==> src/rtl/divctl_pkg.sv <==
package divctl_pkg;

    typedef enum logic [1:0] {
        EV_IDLE  = 2'd0,
        EV_OPEN  = 2'd1,
        EV_ALT   = 2'd2,
        EV_CLOSE = 2'd3
    } ev_kind_e;

    typedef struct packed {
        logic ovf;
        logic unf;
    } div_err_t;

    function automatic logic closes_scope(ev_kind_e k);
        return (k == EV_ALT) || (k == EV_CLOSE);
    endfunction

endpackage

==> src/rtl/divctl_lane.sv <==
module divctl_lane
    import divctl_pkg::*;
#(
    parameter int CNT_W = 4
) (
    input  logic             clk,
    input  logic             rst,
    input  ev_kind_e         ev_kind,
    input  logic             cond,
    input  logic             hold,
    output logic [CNT_W-1:0] cnt_o
);
    localparam logic [CNT_W-1:0] ZERO = '0;
    localparam logic [CNT_W-1:0] ONE  = {{(CNT_W-1){1'b0}}, 1'b1};

    logic [CNT_W-1:0] cnt_q;
    logic [CNT_W-1:0] cnt_d;

    always_comb begin
        cnt_d = cnt_q;
        if (!hold) begin
            unique case (ev_kind)
                EV_OPEN: begin
                    if (cnt_q != ZERO)  cnt_d = cnt_q + ONE;
                    else if (!cond)     cnt_d = ONE;
                end
                EV_ALT: begin
                    if (cnt_q == ZERO)     cnt_d = ONE;
                    else if (cnt_q == ONE) cnt_d = ZERO;
                end
                EV_CLOSE: begin
                    if (cnt_q != ZERO)  cnt_d = cnt_q - ONE;
                end
                default: cnt_d = cnt_q;
            endcase
        end
    end

    always_ff @(posedge clk) begin
        if (rst) cnt_q <= ZERO;
        else     cnt_q <= cnt_d;
    end

    assign cnt_o = cnt_q;
endmodule

==> src/rtl/divctl_depth.sv <==
module divctl_depth
    import divctl_pkg::*;
#(
    parameter int CNT_W = 4
) (
    input  logic     clk,
    input  logic     rst,
    input  ev_kind_e ev_kind,
    output logic     hold,
    output div_err_t err_q
);
    localparam logic [CNT_W-1:0] DEPTH_MAX = '1;
    localparam logic [CNT_W-1:0] ONE = {{(CNT_W-1){1'b0}}, 1'b1};

    logic [CNT_W-1:0] depth_q;
    div_err_t         err_now;

    always_comb begin
        err_now.ovf = (ev_kind == EV_OPEN) && (depth_q == DEPTH_MAX);
        err_now.unf = closes_scope(ev_kind) && (depth_q == '0);
    end

    assign hold = err_now.ovf | err_now.unf;

    always_ff @(posedge clk) begin
        if (rst) begin
            depth_q <= '0;
            err_q   <= '0;
        end else begin
            err_q <= err_now;
            if (!hold) begin
                if (ev_kind == EV_OPEN)       depth_q <= depth_q + ONE;
                else if (ev_kind == EV_CLOSE) depth_q <= depth_q - ONE;
            end
        end
    end
endmodule

==> src/rtl/lane_divergence_ctrl.sv <==
module lane_divergence_ctrl
    import divctl_pkg::*;
#(
    parameter int LANES = 8,
    parameter int CNT_W = 4
) (
    input  logic             clk,
    input  logic             rst,
    input  logic [1:0]       ev_kind,
    input  logic [LANES-1:0] ev_cond,
    output logic [LANES-1:0] active_mask,
    output logic             skip_body,
    output logic             err_overflow,
    output logic             err_underflow
);
    ev_kind_e ev;
    logic     hold;
    div_err_t err_q;

    assign ev = ev_kind_e'(ev_kind);

    divctl_depth #(.CNT_W(CNT_W)) u_depth (
        .clk     (clk),
        .rst     (rst),
        .ev_kind (ev),
        .hold    (hold),
        .err_q   (err_q)
    );

    for (genvar i = 0; i < LANES; i++) begin : g_lane
        logic [CNT_W-1:0] cnt;
        divctl_lane #(.CNT_W(CNT_W)) u_lane (
            .clk     (clk),
            .rst     (rst),
            .ev_kind (ev),
            .cond    (ev_cond[i]),
            .hold    (hold),
            .cnt_o   (cnt)
        );
        assign active_mask[i] = (cnt == '0);
    end

    assign skip_body     = (ev == EV_OPEN) && ((ev_cond & active_mask) == '0);
    assign err_overflow  = err_q.ovf;
    assign err_underflow = err_q.unf;
endmodule

==> config.mk <==
export PLATFORM = sky130hd
export DESIGN_NAME = lane_divergence_ctrl
export DESIGN_NICKNAME = d
export VERILOG_FILES = /design/src/rtl/divctl_pkg.sv /design/src/rtl/divctl_lane.sv /design/src/rtl/divctl_depth.sv /design/src/rtl/lane_divergence_ctrl.sv
export SDC_FILE = /design/constraint.sdc
export NUM_CORES = 1
export LEC_CHECK = 0
export ABC_AREA = 1
export BUFFER_PORTS_ARGS = -buffer_cell sky130_fd_sc_hd__buf_4
export CORE_UTILIZATION = 40
export CTS_CLUSTER_DIAMETER = 30
export DETAILED_ROUTE_END_ITERATION = 8
export PLACE_DENSITY = 0.59
export SYNTH_ARGS = -nofsm -noshare
export SYNTH_HDL_FRONTEND = slang
export SYNTH_SLANG_ARGS = --single-unit
==> constraint.sdc <==
create_clock -name clk -period 3.5 [get_ports clk]
set_input_delay 0.7 -clock clk [delete_from_list [all_inputs] [get_ports clk]]
set_output_delay 0.7 -clock clk [all_outputs]
set_load 0.03 [all_outputs]
==> results.json, run 1 <==
{
  "gr-max-usage-layer": "met2",
  "cts_tree": "yes",
  "multi_input_area_um2": 2160,
  "fin_cells": 674,
  "die_h_um": 92.29,
  "dieArea_um2": 8517,
  "crit_path_frequent_cell": "inv_1",
  "timing.final.crit_share": 0.8002,
  "finalNetCount": 610,
  "antenna_found_initial": 0,
  "tightest_slew_ns": 0.6433,
  "coreArea_um2": 7807,
  "critPathArrivalTime_ns": 2.10,
  "syn_inst": 552,
  "dp.cells": 666,
  "start_util": 0.4176,
  "gp_congestion": 0.8267,
  "holdBufCountCts": 0,
  "ant_nets": 0,
  "wl_per_cell_um": 12.27,
  "drv_cap": 0,
  "insertedDiodeCount": 0,
  "hold_violations": 0,
  "power_mw": 3.144,
  "clk_path_buf_depth": 2,
  "synth_cell_types": 26,
  "critical_path_buf_inv_count": 3,
  "syn_to_final_growth_pct": 11.55,
  "synth_area_um2": 3261,
  "port_buffers": 22,
  "period_needed_ns": 2.801,
  "synth_top_area_share": 0.2333,
  "gr-total-overflow": 0,
  "tns_ns": 0,
  "cp_max_fo": 7,
  "wl_um": 8272,
  "drive_gt1_frac": 0.09091,
  "rsz0062_at_grt": "false",
  "avgSynthCellArea_um2": 5.907,
  "grt_max_degree": 26,
  "cts_root_buf": "clkbuf_8",
  "yosys.area.top_type": "dfxtp_1",
  "grt_use_met3": 0.03068,
  "slew_violations": 0,
  "crit_path_start_kind": "flip-flop",
  "final_area_um2": 3637,
  "finalClockSkew_ns": 0.004843,
  "drc_errors": 0,
  "ys_seq_elements": 38,
  "max_stage_delay_ns": 0.48,
  "final_cell_mix": "nand2_1, nor2_1, inv_1, nand3_1, a21oi_1",
  "cts.clk_slew.worst_paths_ns": 0.08,
  "crit_path_cell_trace": "inv_1, ha_1, nand3_1, inv_1, nand2_1, o211ai_1, nor3_1, buf_4",
  "cts_resized": 0,
  "drt-initial-drc-count": 126,
  "grtUsageTotal": 0.2079,
  "post-dp-hpwl_um": 6005,
  "fill_cells": 841,
  "post_cts_buffers": 0,
  "max-vdd-ir-drop_mv": 0.4288,
  "finalSetupViolCount": 0,
  "cp_slowest_cell": "dfxtp_1",
  "grt_pass1_vias": 3137,
  "die_x_um": 92.29,
  "h-tree-depth": 2,
  "synthTopCellsByArea": "dfxtp_1, nand2_1, nand3_1, ha_1, nor2_1",
  "leakage_nw": 1.798,
  "path_class": "flip-flop to primary output",
  "max_clock_freq_ghz": 0.3571,
  "crit_family": "simple AND/OR/NAND/NOR gates",
  "cts_buffers": 5,
  "clock_latency_ns": 0.29,
  "via_per_inst": 4.972,
  "cts.sink_count": 38,
  "syn_nets": 591,
  "required_ns": 2.80,
  "use_met1": 0.2664,
  "holdCritPathClass": "flip-flop to flip-flop",
  "p_per_area_nw_per_um2": 864.5,
  "firstDrtPassIters": 5,
  "use_met2": 0.3595,
  "placed_area_um2": 3528,
  "num_rows": 32,
  "end_kind": "primary output",
  "grt_pass1_wl_um": 14350,
  "floorplan.io_pins": 23,
  "ys_seq_area_frac": 0.2333,
  "outcome": "complete, no violations",
  "slew_headroom": 0.5685,
  "seq_area_um2": 760.7,
  "final_common_cell": "nand2_1",
  "ys_warn_count": 0,
  "vias": 3351,
  "utilization": 0.4659
}
-- layer usage --
metal / routed length [um] / vias up / share of wire
li1: - / 1796 / -
met1: 3972 / 1484 / 0.48
met2: 3853 / 57 / 0.47
met5: 0 / - / 0
met3: 317 / 14 / 0.038
met4: 129 / 0 / 0.016
-- state kept, by name (all words and copies together) (netlist names) --
signal and cells:
u_depth.depth_q 4, g_lane.u_lane.cnt_o 32, u_depth.err_q 2
-- Yosys cell counts --
master     number
or2_2           1
nand3_4         1
clkinv_1        1
fa_1            1
nand4_1         9
o211ai_1        1
inv_2           5
o21ai_0        13
o21ai_1         7
xor2_1          1
buf_2           2
buf_1           1
a21oi_1        42
nor3b_1         6
inv_1          70
nor3_1         12
o2111ai_1       1
xnor2_1         9
nand3_1        67
nand2_2         2
nand2_1       130
ha_1           26
nor2_1         86
clkbuf_1       11
dfxtp_1        38
nor2_2          9
-- per-stage QoR --
stage               setup WS [ns]  hold slack [ns]
finish                     0.6995           0.5163
global route               0.5727           0.5544
CTS                        0.7065           0.5159
detailed placement         0.9355           0.5037
global placement           0.9078           0.4966
floorplan                  0.9221           0.4654
-- report_power, final --
| group | internal (mW) | switching (mW) |
|---|---|---|
| sequential | 0.583 | 0.268 |
| combinational | 0.714 | 1.20 |
| clock | 0.210 | 0.167 |
-- cells by family (layout without fill, tap and decap cells) --
kind of cell    count (synthesis)  after routing  synth area share
compound gates                 64             64            0.1002
xor+xnor                       10             10           0.02686
fa+ha+maj                      27             27            0.1059
buf+inv                        90            110            0.1044
flops                          38             38            0.2333
simple gates                  323            323            0.4294
-- final timing paths --
check / startpoint / endpoint / slack (ns) / cells after the start
hold reg to reg: u_depth.depth_q[3]$_SDFFE_PP0P_ / u_depth.depth_q[3]$_SDFFE_PP0P_ / 0.52 / 2
hold / removal: u_depth.depth_q[3]$_SDFFE_PP0P_ / u_depth.depth_q[3]$_SDFFE_PP0P_ / 0.52 / 2
setup reg to reg: g_lane[5].u_lane.cnt_o[0]$_SDFFE_PP0P_ / g_lane[5].u_lane.cnt_o[1]$_SDFFE_PP0P_ / 1.62 / 11
setup / recovery: g_lane[3].u_lane.cnt_o[0]$_SDFFE_PP0P_ / skip_body / 0.70 / 8
-- worst reg2reg max path, cell delays in order, from the launching register on --
cell     delay (ns)
dfxtp_1        0.48
inv_1          0.12
ha_1           0.24
nand2_1        0.09
nor2_1         0.04
buf_4          0.16
nand3_1        0.07
nand3_1        0.08
nor2_2         0.29
nand2_1        0.09
nand2_1        0.07
nor2_1         0.05
-- layout make-up --
cell class	instances	share of cell area
sequential	38	0.2092
tap	102	0.03509
multi-input combinational	424	0.5937
clock inverter	3	0.01101
timing repair buffer	26	0.05366
clock buffer	5	0.01892
inverter	76	0.07843
(Power assumes the default switching activity.)
==> run 2, diff against run 1 <==
PLACE_DENSITY = 0.61   (was 0.59)
clock period = 2.3 ns   (was 3.5 ns; I/O delays follow)
==> run 2 against run 1 <==
  * Critical endpoint unchanged
  * Highest routed layer unchanged
  * Routed wire length about the same
  * Die area unchanged
  * Critical path type unchanged
  * First-iteration DRC count grew 9.5%
  * Utilization increased by 1.4 points
  * Power increased by 55%
  * Non-clock buffer count is 9 higher
  * Sequential share of layout area is 0.23 points higher
  * Clock skew increased by 0.0013 ns
  * Global-route usage increased by 0.063 points
==> results.json, run 2 (synthesis gave the netlist of run 1 again) <==
{
  "cts.clk_slew.worst_paths_ns": 0.08,
  "floorplan.io_pins": 23,
  "final_common_cell": "nand2_1",
  "min_to": "u_depth.depth_q[3]$_SDFFE_PP0P_",
  "critPathArrivalTime_ns": 1.76,
  "crit_path_start_kind": "flip-flop",
  "drc_errors": 0,
  "p_per_area_nw_per_um2": 1298,
  "ant_nets": 0,
  "hold_violations": 0,
  "required_ns": 1.84,
  "antenna_found_initial": 0,
  "start_util": 0.4176,
  "firstDrtPassIters": 4,
  "end_kind": "primary output",
  "cp_max_fo": 6,
  "outcome": "complete, no violations",
  "r2r_start": "g_lane[6].u_lane.cnt_o[0]$_SDFFE_PP0P_",
  "path_class": "flip-flop to primary output",
  "fill_cells": 832,
  "holdBufCountCts": 0,
  "drv_cap": 0,
  "holdCritPathClass": "input port to flip-flop",
  "drt-initial-drc-count": 138,
  "final_cell_mix": "nand2_1, nor2_1, inv_1, nand3_1, a21oi_1",
  "r2r_setup_slack_ns": 0.68,
  "gr-total-overflow": 0,
  "leakage_nw": 1.849,
  "coreArea_um2": 7807,
  "cts_buffers": 5,
  "slew_violations": 0,
  "cts_tree": "yes",
  "cts_root_buf": "clkbuf_8",
  "max_clock_freq_ghz": 0.4495,
  "cts.sink_count": 38,
  "grt_max_degree": 24,
  "via_per_inst": 4.953,
  "grt_pass1_wl_um": 14310,
  "slew_headroom": 0.7231,
  "timing.final.crit_share": 0.9672,
  "h-tree-depth": 2,
  "syn_to_final_growth_pct": 14.89,
  "port_buffers": 22,
  "period_needed_ns": 2.225,
  "ff2ff_path_depth": 9,
  "clk_path_buf_depth": 2,
  "vias": 3383,
  "die_h_um": 92.29,
  "seq_area_um2": 792.0,
  "post-dp-hpwl_um": 5978,
  "crit_path_cell_trace": "inv_1, ha_1, nand3_2, inv_1, nand2_1, o2111ai_1, nor3_2, buf_4",
  "crit-reg2reg-capture": "g_lane[6].u_lane.cnt_o[3]$_SDFFE_PP0P_",
  "clock_latency_ns": 0.30,
  "finalSetupViolCount": 0,
  "drive_gt1_frac": 0.1411,
  "max_stage_delay_ns": 0.38,
  "dieArea_um2": 8517,
  "largest_reg_flops": 32,
  "multi_input_area_um2": 2187,
  "tightest_slew_ns": 0.4128,
  "grtUsageTotal": 0.2085,
  "finalNetCount": 619,
  "insertedDiodeCount": 0,
  "grt_pass1_vias": 3053,
  "die_x_um": 92.29,
  "power_mw": 4.862,
  "fin_cells": 683,
  "num_rows": 32,
  "crit_path_frequent_cell": "inv_1",
  "max-vdd-ir-drop_mv": 0.6501,
  "holdPathStages": 2,
  "utilization": 0.4798,
  "wl_um": 8275,
  "hp-start": "rst",
  "cp_slowest_cell": "dfxtp_4",
  "gp_congestion": 0.8648,
  "wl_per_cell_um": 12.12,
  "dp.cells": 673,
  "finalClockSkew_ns": 0.006104
}
-- run 2: cell count changes in the layout (fill, tap and decap cells not counted), moves of 3 or more --
cell and delta:
buf_4 +9, dfxtp_4 +5, nand3_2 +3, nand3_1 -3, dfxtp_1 -15, dfxtp_2 +10
-- run 2: what timing repair did --
action	4_1_cts	5_1_grt
setup endpoints to repair	1	1
resized for setup	6	20
endpoints found under the hold margin	0	0
pin swaps	0	1
buffers inserted	0	2
-- run 2: final cells by class --
type / instances / area share
inverters: 76 / 0.07615
multi-input cells: 424 / 0.5838
well taps: 102 / 0.03407
flip-flops and latches: 38 / 0.2114
clock inverters: 1 / 0.001336
clock buffers: 7 / 0.02305
repair buffers: 35 / 0.07014
-- run 2: worst max-delay path by stage --
stage          slack, ns                                   start  cells after the start   endpoint
2_1_floorplan       0.20  g_lane[3].u_lane.cnt_o[0]$_SDFFE_PP0P_                      7  skip_body
6_report            0.08  g_lane[7].u_lane.cnt_o[0]$_SDFFE_PP0P_                      8  skip_body
5_1_grt           -0.003  g_lane[6].u_lane.cnt_o[1]$_SDFFE_PP0P_                      8  skip_body
4_1_cts            0.004  g_lane[3].u_lane.cnt_o[0]$_SDFFE_PP0P_                      8  skip_body
3_3_place_gp        0.30  g_lane[3].u_lane.cnt_o[0]$_SDFFE_PP0P_                      8  skip_body
3_5_place_dp        0.26  g_lane[3].u_lane.cnt_o[0]$_SDFFE_PP0P_                      8  skip_body
-- run 2: critical path, delay by kind of cell, from the launching register on --
family	cells	cell delay (ns)
flops	1	0.38
fa+ha+maj	1	0.24
simple gates	3	0.41
compound gates	1	0.12
buf+inv	3	0.32
-- run 2: per-layer routing --
layer  global-route usage  wire, um  vias up
met5                    0         0        -
met4              0.05599        90        0
met3              0.02902       212        9
met2               0.3483      3813       40
met1               0.2797      4158     1519
li1                     -         -     1815
-- run 2: through the flow --
| stage | hold slack (ns) | instance area (um^2) | TNS [ns] | setup slack [ns] |
|---|---|---|---|---|
| 4_1_cts | 0.3372 | 3686 | 0 | 0.003508 |
| 5_1_grt | 0.3434 | 3746 | -0.003456 | -0.003456 |
| 2_1_floorplan | 0.4654 | 3266 | 0 | 0.1955 |
| 6_report | 0.3525 | 3746 | 0 | 0.07543 |
| 3_3_place_gp | 0.5027 | 3586 | 0 | 0.2973 |
| 3_5_place_dp | 0.5050 | 3586 | 0 | 0.2588 |
-- run 2: power by group --
part | switching [mW] | internal, mW
sequential | 0.326 | 0.924
clock | 0.264 | 0.243
combinational | 1.95 | 1.16
total | 2.54 | 2.33
